--- config.mk ---
export PLATFORM = sky130hd
export DESIGN_NAME = irq_readclear_top
export DESIGN_NICKNAME = d
export VERILOG_FILES = /design/src/rtl/irq_rc_pkg.sv /design/src/rtl/irq_src_cond.sv /design/src/rtl/irq_pend_bank.sv /design/src/rtl/irq_req_drv.sv /design/src/rtl/irq_readclear_top.sv
export SDC_FILE = /design/constraint.sdc
export NUM_CORES = 1
export LEC_CHECK = 0
export BUFFER_PORTS_ARGS = -buffer_cell sky130_fd_sc_hd__buf_2
export CORE_AREA = 2 2 48 50
export DETAILED_ROUTE_END_ITERATION = 8
export DIE_AREA = 0 0 50 52
export GPL_ROUTABILITY_DRIVEN = 0
export HOLD_SLACK_MARGIN = 0.12
export PLACE_DENSITY = 0.77
export SLEW_MARGIN = 10
export SYNTH_ARGS = -nofsm -noshare
export SYNTH_HDL_FRONTEND = slang
export SYNTH_SLANG_ARGS = --single-unit
export TNS_END_PERCENT = 50
--- constraint.sdc ---
create_clock -name clk -period 2.8 [get_ports clk]
set_clock_uncertainty 0.15 [all_clocks]
set_input_delay 0.42 -clock clk [delete_from_list [all_inputs] [get_ports clk]]
set_output_delay 0.42 -clock clk [all_outputs]
set_load 0.02 [all_outputs]
--- src/rtl/irq_rc_pkg.sv ---
`timescale 1ns/1ps
// Package: shared defaults and helpers for the read-clear interrupt collector.
// Assumes: nothing beyond standard SystemVerilog.
package irq_rc_pkg;
    localparam int DEF_NSRC     = 8;
    localparam int DEF_TEMP_IDX = 0;

    // Read path state: idle or presenting fresh data
    typedef enum logic [0:0] {
        RD_IDLE  = 1'b0,
        RD_FRESH = 1'b1
    } rd_phase_e;
endpackage

--- src/rtl/irq_src_cond.sv ---
`timescale 1ns/1ps
// Module: irq_src_cond
// Qualifies each source level (the over-temperature source is gated by the
// regulator-on input). It registers the qualified levels as status and turns
// rising edges into single-cycle events, kept only when the source is enabled.
// Assumes: src_lvl is synchronous to clk; TEMP_IDX < NSRC.
module irq_src_cond #(
    parameter int NSRC     = 8,
    parameter int TEMP_IDX = 0
) (
    input  logic            clk,
    input  logic            rst_n,
    input  logic [NSRC-1:0] src_lvl,
    input  logic [NSRC-1:0] src_en,
    input  logic            regu_on,
    output logic [NSRC-1:0] stat,
    output logic [NSRC-1:0] evt
);
    logic [NSRC-1:0] qual;
    logic [NSRC-1:0] prev_q;

    for (genvar i = 0; i < NSRC; i++) begin : g_src
        if (i == TEMP_IDX) begin : g_temp
            // Over-temperature is only watched while the regulator runs
            always_comb qual[i] = src_lvl[i] & regu_on;
        end else begin : g_plain
            // Ordinary source passes straight through
            always_comb qual[i] = src_lvl[i];
        end
        // Event fires on a rising qualified level of an enabled source
        always_comb evt[i] = qual[i] & ~prev_q[i] & src_en[i];
    end

    // Remember the previous qualified level for edge detection
    always_ff @(posedge clk) begin
        if (!rst_n) prev_q <= '0;
        else        prev_q <= qual;
    end

    // Registered status view of the qualified levels
    always_ff @(posedge clk) begin
        if (!rst_n) stat <= '0;
        else        stat <= qual;
    end
endmodule

--- src/rtl/irq_pend_bank.sv ---
`timescale 1ns/1ps
// Module: irq_pend_bank
// Sticky pending register with an atomic read-and-clear. A read captures the
// current value and clears only the captured bits, so a new event at the same
// edge survives.
// Assumes: rd_stb is a single-cycle strobe synchronous to clk.
module irq_pend_bank
    import irq_rc_pkg::*;
#(
    parameter int NSRC = 8
) (
    input  logic            clk,
    input  logic            rst_n,
    input  logic [NSRC-1:0] evt,
    input  logic            rd_stb,
    output logic [NSRC-1:0] pend,
    output logic [NSRC-1:0] rd_data,
    output logic            rd_valid
);
    rd_phase_e       phase_q;
    logic [NSRC-1:0] clr_mask;
    logic [NSRC-1:0] pend_nxt;

    // Bits to clear are exactly the ones handed out on this read
    always_comb clr_mask = rd_stb ? pend : '0;

    // Next pending value: keep, drop returned bits, add new events
    always_comb pend_nxt = (pend & ~clr_mask) | evt;

    // Pending register update
    always_ff @(posedge clk) begin
        if (!rst_n) pend <= '0;
        else        pend <= pend_nxt;
    end

    // Capture the returned value on a read
    always_ff @(posedge clk) begin
        if (!rst_n)      rd_data <= '0;
        else if (rd_stb) rd_data <= pend;
    end

    // Mark the cycle after a read as carrying fresh data
    always_ff @(posedge clk) begin
        if (!rst_n) phase_q <= RD_IDLE;
        else        phase_q <= rd_stb ? RD_FRESH : RD_IDLE;
    end

    // Valid flag derived from the read phase
    always_comb rd_valid = (phase_q == RD_FRESH);
endmodule

--- src/rtl/irq_req_drv.sv ---
`timescale 1ns/1ps
// Module: irq_req_drv
// Registers the pull-down enable of the active-low interrupt line from the
// OR of the pending bits, so the line never glitches on register updates.
// Assumes: the pad applies the pull-down when irq_oe is high.
module irq_req_drv #(
    parameter int NSRC = 8
) (
    input  logic            clk,
    input  logic            rst_n,
    input  logic [NSRC-1:0] pend,
    output logic            irq_oe
);
    // Registered request: any pending bit pulls the line low
    always_ff @(posedge clk) begin
        if (!rst_n) irq_oe <= 1'b0;
        else        irq_oe <= |pend;
    end
endmodule

--- src/rtl/irq_readclear_top.sv ---
`timescale 1ns/1ps
// Module: irq_readclear_top
// Interrupt collector: source conditioning, sticky read-clear bank and
// registered open-drain request enable.
// Assumes: all inputs are synchronous to clk; rst_n is synchronous, active low.
module irq_readclear_top
    import irq_rc_pkg::*;
#(
    parameter int NSRC     = DEF_NSRC,
    parameter int TEMP_IDX = DEF_TEMP_IDX
) (
    input  logic            clk,
    input  logic            rst_n,
    input  logic [NSRC-1:0] src_lvl,
    input  logic [NSRC-1:0] src_en,
    input  logic            regu_on,
    input  logic            rd_stb,
    output logic [NSRC-1:0] rd_data,
    output logic            rd_valid,
    output logic [NSRC-1:0] src_stat,
    output logic            irq_oe
);
    logic [NSRC-1:0] evt;
    logic [NSRC-1:0] pend;

    irq_src_cond #(.NSRC(NSRC), .TEMP_IDX(TEMP_IDX)) u_cond (
        .clk     (clk),
        .rst_n   (rst_n),
        .src_lvl (src_lvl),
        .src_en  (src_en),
        .regu_on (regu_on),
        .stat    (src_stat),
        .evt     (evt)
    );

    irq_pend_bank #(.NSRC(NSRC)) u_bank (
        .clk      (clk),
        .rst_n    (rst_n),
        .evt      (evt),
        .rd_stb   (rd_stb),
        .pend     (pend),
        .rd_data  (rd_data),
        .rd_valid (rd_valid)
    );

    irq_req_drv #(.NSRC(NSRC)) u_drv (
        .clk    (clk),
        .rst_n  (rst_n),
        .pend   (pend),
        .irq_oe (irq_oe)
    );
endmodule

# After elaboration in Yosys (flattened, before gate mapping)
# Index checks and enable logic that the tools add are counted.
[totals] memories=0 ramBits=0 latchBits=0 output_inout_bits=18 ff_bits=26 rom_bits=0 inputBits=20
[op_classes] mul=0 reduce_logical=1 n_div=0 shift=0 n_mux=2 n_lt_le_gt_ge=0 addsub=0 eq_ne=0 bitwise=28
[op_table] op="$and A1 B1 Y1" n=17
[op_table] op="$and A8 B8 Y8" n=1
[op_table] op="$mux W8" n=1
[op_table] op="$not A1 Y1" n=8
[op_table] op="$not A8 Y8" n=1
[op_table] op="$or A8 B8 Y8" n=1
[op_table] op="$reduce_or A8 Y1" n=1
[op_table] op="$mux W1" n=1

# Longest topological paths before layout
[depth] word_depth=4 ltp_mapped=4

# Hierarchy
# From an unflattened synthesis, not the netlist that was laid out.
[unflattened] hier_cells=80 hier_area_um2=942.2
[modules_own_cells] mod="irq_pend_bank" n_inst=1 cells_per_inst=52 area_each_um2=611.8 seq_area_each_um2=340.3
[modules_own_cells] mod="irq_src_cond" n_inst=1 cells_per_inst=24 area_each_um2=290.3 seq_area_each_um2=160.2
[modules_own_cells] mod="irq_req_drv" n_inst=1 cells_per_inst=4 area_each_um2=40.0 seq_area_each_um2=20.0

# Least setup slack after synthesis
# OpenSTA, ideal clock, no wires.
[synth_path] path_type="input port to flip-flop" start="in rd_stb" end="reg u_bank.rd_data[6]" n_path_buf=2 required_time_ns=2.534 stages=4 path_slack_ns=1.667 t_arrival_ns=0.867 path_cell_list="buf_6 -> buf_8 -> mux2i_1 -> nor2b_1"
[synth_lines] item="start: declaration" line_no="irq_readclear_top.sv:17" rtl="input logic rd_stb,"
[synth_lines] item="end signal: assignment" line_no="irq_pend_bank.sv:39" rtl="else if (rd_stb) rd_data <= pend;"
[synth_lines] item="end: declaration" line_no="irq_pend_bank.sv:17" rtl="output logic [NSRC-1:0] rd_data,"

# Worst setup path in the final report
[layout_path] start="reg u_bank.rd_data[2]" end="out rd_data[2]"
[layout_lines] item="end: declaration" line_no="irq_readclear_top.sv:18" rtl="output logic [NSRC-1:0] rd_data,"
# No word-level cell between the ends.

==> summary.txt <==
Setup CP Type = reg2out
Crit start category = register
Yosys cell types = 18
Post-Route WL = 1590 um
Layout Nets = 140
Worst path slowest cell = dfxtp_1
Initial antenna violation count = 0
Status = finished clean
Core Area = 2110 um^2
Final antenna-violating net count = 0
Final setup viols = 0
Met2 WL = 778 um
Vias in the first global route = 613
Worst min-delay path class = in2reg
Rows = 17
Met3 wire len = 58 um
RSZ-0062 raised after global routing = no
# H-tree levels = 1
Placed cells = 143
Final Cycle Share = 50.7%
Max_slew headroom = 77.0%
Post-CTS Setup Inserts = 0
Cell Pwr Density = 551 nW/um^2
Non-Filler Instances = 147
Achievable Freq = 704 MHz
Initial core utilization = 45.8%
Largest net degree at the start of global routing = 27
Switching Fraction = 22.6%
Clk_lat worst skew = 0.31 ns
Detailed Routing Iterations Pass 1 = 4
Wire per inst = 10.8 um
Clock Power Share = 27.3%
Met1 wire length = 722 um
CTS clk-pin slew, worst paths = 0.13 ns
Post-route DRC = 0
Worst-path cell chain = buf_2
Crit path required time = 2.23 ns
Hold WS = 0.168 ns
Area growth from synthesis to layout = 23.0%
CP max stage delay = 0.37 ns
Peak supply drop = 0.266 mV
Die width = 50 um
Tot GR Track Use = 13.5%
Area of the multi-input gates = 409 um^2
Die Height = 52 um
Psw = 147 uW
Post-layout min period = 1.42 ns
PortBufs = 37
Die area = 2600 um^2
Vias = 681
Worst-margin pin slew = 0.345 ns
CTS Buf Count = 3
CTS tree = built
Final hold violation count = 0
Layout cells sized above 1 = 42.0%
Quantity of gates resized following cts = 0
Comb power frac = 12.0%
IO Count = 38
P_int = 506 uW
Clk buf depth = 2
HPWL after DPL = 1200 um
Slew Limit Fails = 0
GR Overflow Total = 0
Flop pwr share = 60.6%
CTS sink cnt = 26
Fillers = 205
Avg Inst Size Synth = 11.8 um^2
Drt initial violations = 6
FF+latch area = 520 um^2
Arr. time, crit path = 0.85 ns
Syn_nets = 102
Max cap viols = 0
Worst Path Buf+Inv = 1
Setup TNS = 0 ns
Register area share after synthesis = 54.0%
Critical Path Fanout Max = 2
Top Family by Delay on Critical Path = flip-flops
Critical Path Sink Type = primary output
YS warnings = 0
Clk root buf = clkbuf_4
Pleak = 0.540 nW
Hold_buf cts = 0
Antenna Diode Count = 0
Post-Syn Area = 965 um^2
First-pass GRT wire length = 2630 um
Via-to-Cell Ratio = 4.63
Synth Register Bits = 26
DR top layer = met4
Syn Inst Count = 82
Yosys cell counts, drive strengths merged:
| library cell | instances | area [um^2] |
|---|---|---|
| a21boi | 8 | 86.3 |
| and2 | 8 | 51.3 |
| and3 | 1 | 6.26 |
| buf | 3 | 31.3 |
| clkbuf | 1 | 3.75 |
| dfxtp | 26 | 521 |
| mux2i | 8 | 80.1 |
| nand2 | 1 | 3.75 |
| nand2b | 7 | 51.3 |
| nand3b | 7 | 52.6 |
| nor2b | 9 | 56.3 |
| nor4 | 2 | 12.5 |
| o2bb2ai | 1 | 8.76 |
worst paths after layout:
path                startpoint          endpoint  slack (ns)  cells after the start
max reg2reg     u_bank.pend[3]      u_drv.irq_oe        1.72                      2
max          u_bank.rd_data[2]        rd_data[2]        1.38                      1
min                 src_lvl[4]  u_cond.prev_q[4]        0.17                      2
min reg2reg     u_bank.pend[4]    u_bank.pend[4]        0.36                      2
power groups by stage:
stage	logic [mW]	clock network, mW	registers [mW]
finish	0.0787	0.178	0.396
global route	0.0863	0.205	0.399
CTS	0.0798	0.189	0.396
detailed placement	0.0794	0	0.404
global placement	0.0784	0	0.404
floorplan	0.0392	0	0.418
cell usage in the layout, fill, tap and decap left out:
master and instances:
and2_1 7, nor4_1 2, a21boi_0 1, nor2b_1 9, dfxtp_1 26, clkbuf_8 1
buf_2 37, clkbuf_4 3, nand3b_1 7, nand2b_4 1, nand2_1 1, mux2i_1 8
o2bb2ai_1 1, and3_1 1, and2_2 1, nand2b_1 6, a21boi_2 7
layout make-up:
type,count,share of cell area [%]
clock buffers,4,3.06
well taps,28,2.95
repair buffers,37,15.6
flip-flops and latches,26,43.9
multi-input cells,52,34.5
sequential cells by signal, summed over array words and instances, names as in the netlist:
name,cells
u_bank.rd_data,8
u_drv.irq_oe,1
u_bank.pend,8
u_bank.rd_valid,1
u_cond.prev_q,8
per-stage QoR:
stage / instance area (um^2) / power (mW) / utilization [%] / setup WS [ns]
after floorplan: 965 / 0.457 / - / 1.67
after global placement: 1150 / 0.482 / 54.6 / 1.52
after detailed placement: 1150 / 0.484 / 54.6 / 1.50
after CTS: 1190 / 0.665 / 56.3 / 1.36
after global routing: 1190 / 0.690 / 56.3 / 1.34
final: 1190 / 0.653 / 56.3 / 1.38
logic make-up after synthesis:
family,share of synthesized area [%]
muxes,8.30
and+or+nand+nor,24.3
buffers and inverters,3.63
AOI/OAI and AO/OA,9.86
DFF,54.0
metal layers:
metal | up-vias | track usage (%)
li1 | 348 | -
met1 | 315 | 17.5
met2 | 16 | 21.1
met3 | 2 | 2.01
met4 | 0 | 8.33
met5 | - | 0
(Power assumes the default switching activity.)
